### src/rtl/clkout_pkg.sv
`timescale 1ns/1ps
package clkout_pkg;

    localparam int unsigned DEF_DIV_W = 8;

    // Period in reference cycles for a divider code; code 0 maps to 2**w.
    function automatic int unsigned period_of(input int unsigned code, input int unsigned w);
        return (code == 0) ? (32'd1 << w) : code;
    endfunction

    // High phase length: the odd cycle of an odd period goes to the high phase.
    function automatic int unsigned high_len(input int unsigned per);
        return (per + 1) >> 1;
    endfunction

endpackage

### src/rtl/clkout_seq.sv
`timescale 1ns/1ps
module clkout_seq #(
    parameter int unsigned DIV_W = clkout_pkg::DEF_DIV_W
) (
    input  logic             clk,
    input  logic             rst,
    input  logic             en_req,
    input  logic [DIV_W-1:0] div_sel,
    output logic             out_q,
    output logic             byp_req
);
    import clkout_pkg::*;

    localparam int unsigned CNT_W = DIV_W + 1;
    typedef logic [CNT_W-1:0] cnt_t;

    typedef struct packed {
        logic active;
        cnt_t per;
        cnt_t cnt;
    } div_state_t;

    div_state_t st, nxt;
    logic       nxt_out;
    cnt_t       sel_per;
    cnt_t       nxt_hi;

    always_comb begin
        sel_per = cnt_t'(period_of(32'(div_sel), DIV_W));
        nxt     = st;
        if (!st.active) begin
            if (en_req) begin
                nxt.active = 1'b1;
                nxt.cnt    = '0;
                nxt.per    = sel_per;
            end
        end else if (st.cnt == st.per - cnt_t'(1)) begin
            // period boundary: the output is low here (or bypassed)
            nxt.cnt = '0;
            if (en_req) begin
                nxt.per = sel_per;
            end else begin
                nxt.active = 1'b0;
            end
        end else begin
            nxt.cnt = st.cnt + cnt_t'(1);
        end
        nxt_hi  = cnt_t'(high_len(32'(nxt.per)));
        nxt_out = nxt.active && (nxt.per != cnt_t'(1)) && (nxt.cnt < nxt_hi);
    end

    always_ff @(posedge clk) begin
        if (rst) begin
            st    <= '{active: 1'b0, per: cnt_t'(1), cnt: '0};
            out_q <= 1'b0;
        end else begin
            st    <= nxt;
            out_q <= nxt_out;
        end
    end

    assign byp_req = st.active && (st.per == cnt_t'(1));

    // the counter never leaves its period
    p_cnt_range_r2: assert property (@(posedge clk) disable iff (rst)
        st.active |-> (st.cnt < st.per));

    // a period that begins from idle starts with its high phase
    p_start_high_r8: assert property (@(posedge clk) disable iff (rst)
        ($rose(st.active) && st.per != cnt_t'(1)) |-> out_q);

    // a high phase of a period of 3 or more is never cut to one cycle
    p_no_runt_r7: assert property (@(posedge clk) disable iff (rst)
        ($rose(out_q) && st.per >= cnt_t'(3)) |=> out_q);

    // the period only changes at a boundary
    p_period_hold_r9: assert property (@(posedge clk) disable iff (rst)
        (st.active && st.cnt != st.per - cnt_t'(1)) |=> $stable(st.per));

    // an idle divider keeps the output low
    p_idle_low_r6: assert property (@(posedge clk) disable iff (rst)
        !st.active |-> !out_q);

endmodule

### src/rtl/clkout_bypass.sv
`timescale 1ns/1ps
module clkout_bypass (
    input  logic clk,
    input  logic rst,
    input  logic byp_req,
    output logic byp_en
);
    // Captured on the falling edge so the gate only moves while clk is low.
    always_ff @(negedge clk) begin
        if (rst) begin
            byp_en <= 1'b0;
        end else begin
            byp_en <= byp_req;
        end
    end

    // the gate opens only after a pass-through request was seen
    p_gate_follows_r5: assert property (@(negedge clk) disable iff (rst)
        $rose(byp_en) |-> $past(byp_req));

endmodule

### src/rtl/gated_clk_divider.sv
`timescale 1ns/1ps
module gated_clk_divider #(
    parameter int unsigned DIV_W = clkout_pkg::DEF_DIV_W
) (
    input  logic             clk,
    input  logic             rst,
    input  logic [DIV_W-1:0] div_sel,
    input  logic             enum_done,
    input  logic             suspend,
    output logic             clk_out
);
    logic en_req;
    logic div_q;
    logic byp_req;
    logic byp_en;

    assign en_req = enum_done && !suspend;

    clkout_seq #(.DIV_W(DIV_W)) u_seq (
        .clk     (clk),
        .rst     (rst),
        .en_req  (en_req),
        .div_sel (div_sel),
        .out_q   (div_q),
        .byp_req (byp_req)
    );

    clkout_bypass u_byp (
        .clk     (clk),
        .rst     (rst),
        .byp_req (byp_req),
        .byp_en  (byp_en)
    );

    assign clk_out = div_q | (clk & byp_en);

    // the divided path is silent while the pass-through gate is open
    p_paths_exclusive_r5: assert property (@(posedge clk) disable iff (rst)
        (byp_en && byp_req) |-> !div_q);

endmodule

### config.mk
export PLATFORM = sky130hd
export DESIGN_NAME = gated_clk_divider
export DESIGN_NICKNAME = d
export VERILOG_FILES = /design/src/rtl/clkout_pkg.sv /design/src/rtl/clkout_seq.sv /design/src/rtl/clkout_bypass.sv /design/src/rtl/gated_clk_divider.sv
export SDC_FILE = /design/constraint.sdc
export NUM_CORES = 1
export LEC_CHECK = 0
export CAP_MARGIN = 20
export CORE_UTILIZATION = 53
export CTS_BUF_LIST = sky130_fd_sc_hd__clkbuf_16
export CTS_CLUSTER_DIAMETER = 40
export DETAILED_ROUTE_END_ITERATION = 10
export PLACE_DENSITY = 0.79
export SLEW_MARGIN = 20
export SYNTH_ARGS = -nofsm -noshare
export SYNTH_HDL_FRONTEND = slang
export SYNTH_HIERARCHICAL = 1
export SYNTH_SLANG_ARGS = --single-unit
### constraint.sdc
create_clock -name clk -period 4 [get_ports clk]
set_input_delay 0.6 -clock clk [delete_from_list [all_inputs] [get_ports clk]]
set_output_delay 0.6 -clock clk [all_outputs]
set_load 0.02 [all_outputs]
Yosys cells after proc, flatten, opt, wreduce, memory -nomap -nowiden
Cells that the tools add are included.
Widths: inputs -> output; s select.

storage, ports and cells
  register bits = 21
  latch bits = 0
  bits in writable memories = 0
  bits in read-only memories = 0
  bits of input ports = 12
  output and inout port bits = 1
  word-level logic and storage cells = 27
  memories = 0

cells by class
  add/subtract/negate cells = 3
  $mul = 0
  div/mod/pow operators = 0
  order comparisons = 1
  eq/ne operators = 3
  shift operators = 0
  muxes and demuxes = 7
  bitwise logic cells = 2
  reductions and logical operators = 6

operator list
  operator              number
  $mux 19               2
  $mux 9                3
  $add 9x1->10 const B  1
  $mux 10               1
  $add 9x1->9 const B   1
  $eq 9x1->1 const B    1
  $eq 9x9->1            1
  $lt 9x9->1            1
  $ne 9x1->1 const B    1
  $sub 9x1->9 const B   1
  $logic_not 8->1       1
  $logic_and 1x1->1     4
  $and 1x1->1           1
  $logic_not 1->1       1
  $mux 1                1
  $or 1x1->1            1

Logic depth before layout (Yosys ltp)
Gate-level depths: netlist of run 1.

  depth after elaboration = 8
  mapped depth = 24
  depth with buffers taken out = 21

Cells and area by module
Netlist of run 1, hierarchy kept.

modules (own cells, without submodules)
  module             times used  cells an instance  area an instance (um2)  seq. area each (um2)
  clkout_seq         1           230                1779.2                  400.4
  clkout_bypass      1           3                  37.5                    20.0
  gated_clk_divider  1           2                  13.8                    0.0

==> key figures, run 1 <==
Floorplanning
  • Die area: 0.003693 mm^2
  • Area of the core: 0.003153 mm^2
  • Num rows: 20
  • Ports: 13
  • Die height: 60.77 um
  • Initial core utilization: 58.06%
  • Die X: 60.77 um

Final layout
  • Synth-to-Final Area Change: 24.13%
  • Antenna cells: 0
  • Util after Layout: 72.06%
  • NumNets Final: 284
  • Layout Cells excl Fill: 302
  • Share of layout cells above drive strength 1: 16.67%

Global routing
  • First-pass GRT wire length: 8.369 mm
  • Largest net degree at the start of global routing: 21
  • Vias in the first global route: 1,749
  • Total congestion overflow: 0
  • Overall global routing resource usage: 31.46%
  • Initial antenna violation count: 0

Timing
  • Max Slew Vio Count: 0
  • Worst rel slew slack: 66.92%
  • Final Cycle Share: 100.2%
  • Final worst slack: -0.006672 ns
  • Final min period: 4.007 ns
  • # setup viols final: 1
  • Unrepaired setup endpoints after global routing: yes
  • Post-Route Setup TNS: -0.006672 ns
  • Worst-Margin Slew: 0.4944 ns
  • Min Hold Slack: 0.5630 ns
  • Peak Freq: 0.2496 GHz
  • Final hold violation count: 0
  • Clock Skew: 0.09626 ns

Hold path
  • HP Class: register to register

Critical path
  • Crit path DAT: 4.28 ns
  • CP Launch Type: register
  • Critical Path RT: 4.27 ns
  • Setup CP Type: register to register
  • CP endpoint kind: register
  • R2R setup slack: -0.007 ns
  • Max FO, Critical Path: 7

Logic synthesis
  • Cells after Synth: 235
  • Most frequent cell after synthesis: nor2_1
  • Yosys cell types: 41
  • Post-Syn Area: 0.001831 mm^2
  • Number of enable flip-flop cells after synthesis: 0
  • Sequential cell area fraction in the yosys report: 22.97%
  • Ys Warns: 6
  • Flops & latches, synth: 21
  • Synthesized area per cell: 7.789 um^2
  • Area leader, netlist: dfxtp_1
  • Syn_nets: 260
  • Synth top area cells: dfxtp_1 23%, ha_1 8.9%, xnor2_1 6.7%
  • Top FF cell, synth: dfxtp_1
  • Top cell type's share of synthesized area: 22.97%
  • Most instantiated cells after synthesis: 24 x nor2_1, 22 x nand2_1, 21 x dfxtp_1
  • FFs w/ async S/R, synth: 0%

Detailed routing
  • DR vias: 1,831
  • Final routed DRC violation total: 0
  • Routed Antenna Nets: 0
  • Vias per Instance: 6.063
  • DRT Pass-1 Iters: 5
  • WL final: 4.982 mm
  • Post-DR wirelength/cell: 16.50 um
  • Initial DRC Count: 107

Place
  • Final HPWL DP: 3.497 mm
  • Port bufs: 12
  • Placed cells: 294
  • Routability Congestion: 1.018
  • Pre-CTS setup slack: -0.1018 ns

Job
  • MaxCap Viol Count: 0

Power and ir drop
  • Pleak: 0.9882 nW
  • Cell area power density: 381.8 mW/mm^2
  • Maximum VDD drop: 334.0 uV

Clock network
  • Clk_lat worst skew: 0.46 ns
  • Clk slew on worst S/H paths: 0.06 ns
  • CTS tree: yes

Outcome
  • Outcome: finished, violations left
  • Failing checks: negative setup slack
==> power by group <==
group | internal, W | switching [W]
Combinational | 0.000117 | 0.000143
Clock | 0.000266 | 0.000110
Sequential | 0.000221 | 0.0000104
==> metrics by stage <==
step / total power, W / cell area (um^2)
after floorplan: 0.0004162 / 1858
after global placement: 0.0004828 / 2071
after detailed placement: 0.0004875 / 2071
after CTS: 0.0008638 / 2256
after global routing: 0.0009056 / 2272
final: 0.0008676 / 2272
==> layer usage <==
metal | wire length [um] | global-route usage, %
met2 | 2330 | 48.67
met5 | 0 | 0
met4 | 178 | 16.56
met3 | 341 | 4.904
met1 | 2131 | 42.14
==> placed cells by master, fill, tap and decap left out, types with 6 or more instances in the layout <==
cell type / netlist / final
a21oi_1: 13 / 11
and3_1: 7 / 7
buf_4: 1 / 17
clkbuf_16: 0 / 6
clkdlybuf4s50_1: 0 / 11
dfxtp_1: 21 / 20
ha_1: 13 / 11
inv_1: 7 / 6
mux2i_1: 10 / 9
nand2_1: 22 / 22
nand3_1: 13 / 12
nor2_1: 24 / 24
nor2b_1: 7 / 7
o21ai_0: 16 / 14
xnor2_1: 14 / 13
xor2_1: 9 / 9
==> critical path, cell delays in order, from the launching register on <==
cell and delay, ns:
dfxtp_1 0.31, or4_4 0.61, nor4b_4 0.28, xnor2_2 0.16, nor4_2 0.07, a41oi_2 0.28, mux2_2 0.42, ha_4 0.20
nand3_2 0.07, xor2_1 0.14, nor2_1 0.07, a21oi_2 0.18, ha_1 0.29, nand4_1 0.10, a311oi_1 0.06, o21ai_1 0.10
o21ai_0 0.07, or2_1 0.22, a2111oi_2 0.27
==> repair_timing <==
action                     in CTS  in global routing
resized for setup               5                  4
pin swaps                       1                  0
cloned                          0                  0
hold buffers                    0                  0
setup buffers                   1                  0
setup endpoints to repair       2                  1
==> path summary, 6_finish.rpt <==
kind / startpoint / endpoint / cells after the start
max: u_seq/st[11]$_SDFF_PP0_ / u_seq/out_q$_SDFF_PP0_ / 18
max reg2reg: u_seq/st[11]$_SDFF_PP0_ / u_seq/out_q$_SDFF_PP0_ / 18
min: u_seq/st[3]$_SDFF_PP0_ / u_seq/st[3]$_SDFF_PP0_ / 2
min reg2reg: u_seq/st[3]$_SDFF_PP0_ / u_seq/st[3]$_SDFF_PP0_ / 2
==> cells by family after synthesis <==
group / Yosys count / share of synthesized area, %
buffers and inverters: 20 / 5.127
xor gates and xnor gates: 23 / 11.01
AOI/OAI and AO/OA: 46 / 16.20
adders and majority gates: 13 / 8.886
muxes: 11 / 6.084
DFF: 21 / 22.97
and+or+nand+nor: 101 / 29.73
==> flip-flops by register name, indices dropped and copies added, names as in the netlist <==
register / cells
u_seq/out_q: 1
u_byp/byp_en: 1
u_seq/st: 19
==> final cells by class <==
cell class	instances	area, um^2
multi-input cells	194	1368
fillers	246	880.8
flip-flops and latches	21	421.7
repair buffers	28	237.7
clock buffers	7	158.9
well taps	44	55.05
inverters	6	22.52
clock inverters	2	8.758
Power figures use the tool's default switching activity.
==> run 2, diff against run 1 <==
--- a/config.mk
+++ b/config.mk
@@ -6,6 +6,7 @@
 export NUM_CORES = 1
 export LEC_CHECK = 0
 export CAP_MARGIN = 20
+export CORE_MARGIN = 4
 export CORE_UTILIZATION = 53
 export CTS_BUF_LIST = sky130_fd_sc_hd__clkbuf_16
 export CTS_CLUSTER_DIAMETER = 40
==> run 2 against run 1 <==
  * The flow still finishes with violations (negative setup slack)
  * Die area increased by 21%
  * First-iteration DRC count rose by 79%
  * Sequential power hardly changed
  * Critical path depth unchanged
  * Critical endpoint unchanged
  * Largest cell class unchanged
  * Highest routed layer unchanged
==> key figures, run 2 (synthesis gave the netlist of run 1 again) <==
Outcome
  • Outcome: finished, violations left
  • Failing checks: negative setup slack

Final layout
  • Antenna cells: 0 (unchanged)
  • Share of layout cells above drive strength 1: 17.69% (+1.0 points)
  • Largest regs: u_seq/st x19, u_byp/byp_en x1, u_seq/out_q x1
  • Largest register FFs: 19 (unchanged)
  • Util after Layout: 70.08% (-2.0 points)
  • Commonest non-fill, non-tap cell in the layout: nor2_1
  • NumNets Final: 286 (+0.70%)
  • Synth-to-Final Area Change: 27.75%
  • Most frequent cells in the layout: 24 x nor2_1, 22 x nand2_1, 20 x dfxtp_1, 19 x buf_4, 14 x xnor2_1
  • Layout Cells excl Fill: 306 (+1.3%)
  • Top reg by flops: u_seq/st

Detailed routing
  • Vias per Instance: 6.131 (+1.1%)
  • WL final: 5.449 mm (+9.4%)
  • Post-DR wirelength/cell: 17.81 um (+7.9%)
  • Final routed DRC violation total: 0 (unchanged)
  • DR vias: 1,876 (+2.5%)
  • Initial DRC Count: 192 (+79%)
  • DRT Pass-1 Iters: 4 (-1)
  • Routed Antenna Nets: 0 (unchanged)

Power and ir drop
  • Maximum VDD drop: 289.4 uV (-13%)
  • Switch Pwr: 0.0002782 W (+5.6%)
  • Pleak: 1.008 nW (+2.0%)
  • Final Power: 0.0008908 W (+2.7%)
  • Net Sw Frac: 31.23% (+0.86 points)
  • Sequential Power Share: 26.0% (-0.7 points)
  • Gate power share: 31.8% (+1.8 points)
  • Cell area power density: 380.9 mW/mm^2 (-0.24%)
  • Clock share of power: 42.1% (-1.2 points)
  • Power Internal: 0.0006126 W (+1.4%)

Timing
  • Final Cycle Share: 103.8% (+3.6 points)
  • Final hold violation count: 0 (unchanged)
  • Final worst slack: -0.1501 ns (-0.1434 ns)
  • Unrepaired setup endpoints after global routing: yes
  • Peak Freq: 0.2410 GHz (-3.5%)
  • # setup viols final: 1 (unchanged)
  • Worst-Margin Slew: 0.5981 ns (+0.1037 ns)
  • Max Slew Vio Count: 0 (unchanged)
  • Min Hold Slack: 0.5612 ns (-0.001807 ns)
  • Worst rel slew slack: 59.94% (-7.0 points)
  • Final min period: 4.150 ns (+0.1434 ns)
  • Clock Skew: 0.09464 ns (-0.001620 ns)

Floorplanning
  • Die height: 66.77 um (+9.9%)
  • Ports: 13 (unchanged)
  • Initial core utilization: 54.86% (-3.2 points)
  • Area of the core: 0.003337 mm^2 (+5.8%)
  • Die X: 66.77 um (+9.9%)
  • Num rows: 21 (+5.0%)
  • Die area: 0.004458 mm^2 (+21%)

Job
  • MaxCap Viol Count: 0 (unchanged)

Clock network
  • Clk slew on worst S/H paths: 0.06 ns (about the same)
  • Clk_lat worst skew: 0.46 ns (about the same)
  • CTS Hold Bufs: 0 (unchanged)
  • CTS tree: yes

Place
  • Final HPWL DP: 3.574 mm (+2.2%)
  • Routability Congestion: 0.8802 (-14%)
  • Port bufs: 12 (unchanged)
  • Placed cells: 298 (+1.4%)

Global routing
  • Initial antenna violation count: 0 (unchanged)
  • Overall global routing resource usage: 24.65% (-6.8 points)
  • Vias in the first global route: 1,760 (+0.63%)
  • First-pass GRT wire length: 8.121 mm (-3.0%)
  • Total congestion overflow: 0 (unchanged)
  • Largest net degree at the start of global routing: 22 (+4.8%)

Critical path
  • CP max stage cell: or4_4
  • Crit path cell chain: or4_4 -> nor4b_4 -> xnor2_1 -> nor4_2 -> a41oi_4 -> mux2i_2 -> inv_1 -> ha_4 -> nand3_1 -> xnor2_1 -> a21oi_2 -> ha_1 -> nand4_1 -> a311oi_1 -> o21ai_1 -> o21ai_1 -> or2_1 -> a2111oi_2
  • Crit path DAT: 4.42 ns (+0.14 ns)
  • Critical path's largest stage delay: 0.57 ns (-0.04 ns)
  • Cell family with most CP delay: simple AND/OR/NAND/NOR gates
  • CP endpoint kind: register
  • Max FO, Critical Path: 7 (unchanged)
  • Critical Path RT: 4.27 ns (about the same)
  • Buf+Inv Stages, Crit Path: 1 (+1)
  • Setup CP Type: register to register
  • CP Launch Type: register

Hold path
  • HP Class: register to register
## run 2: changes by cell type in the layout (fill, tap and decap cells not counted), sizes merged
cell	before	now
inv	7	8
clkinv	1	0
buf	17	19
## run 2: what timing repair did
item,CTS,global route
pin swaps,0,8
endpoints found under the hold margin,0,0
buffers inserted,0,1
endpoints found under the setup margin,1,1
gates resized for setup,1,16
## run 2: final timing paths
check                                              end  cells past startpoint  slack (ns)                    start
worst min-delay path            u_seq/st[8]$_SDFF_PP0_                      2        0.56   u_seq/st[8]$_SDFF_PP0_
worst max register to register  u_seq/out_q$_SDFF_PP0_                     18       -0.15  u_seq/st[11]$_SDFF_PP0_
worst max-delay path            u_seq/out_q$_SDFF_PP0_                     18       -0.15  u_seq/st[11]$_SDFF_PP0_
worst min register to register  u_seq/st[8]$_SDFF_PP0_                      2        0.56   u_seq/st[8]$_SDFF_PP0_
## run 2: layout make-up
type | count | area [um^2]
Clock inverter | 2 | 7.507
Timing Repair Buffer | 30 | 252.7
Clock buffer | 7 | 158.9
Inverter | 6 | 22.52
Fill cell | 249 | 998.5
Tap cell | 46 | 57.56
Sequential cell | 21 | 421.7
Multi-Input combinational cell | 194 | 1418
## run 2: tightest hold or removal path, delay by kind of cell, from the launching register on
kind             cells  cell delay [ns]
flip-flops           1             0.35
AND/OR/NAND/NOR      1             0.10
AO/OA/AOI/OAI        1             0.06
## run 2: power groups by stage
stage           clock [W]  sequential [W]  combinational (W)
2_1_floorplan  0.00000756        0.000237           0.000172
3_3_place_gp    0.0000112        0.000236           0.000242
3_5_place_dp    0.0000112        0.000235           0.000244
4_1_cts          0.000377        0.000231           0.000248
5_1_grt          0.000396        0.000233           0.000304
6_report         0.000375        0.000232           0.000284
## run 2: per-layer routing
metal	global-route usage, %	up-vias	part of all wire (%)
met3	5.059	21	6.1
met1	30.48	883	42
met4	12.69	0	3.6
met5	0	-	0
li1	-	888	-
met2	39.98	84	48
## run 2: per-stage QoR
stage                     TNS (ns)  area, um^2  worst slack [ns]
after global placement           0        2088            0.1369
after detailed placement         0        2088           0.07694
after floorplan           -0.06633        1858          -0.06633
after CTS                        0        2241           0.01341
after global routing       -0.3102        2338           -0.3102
final                      -0.1501        2338           -0.1501
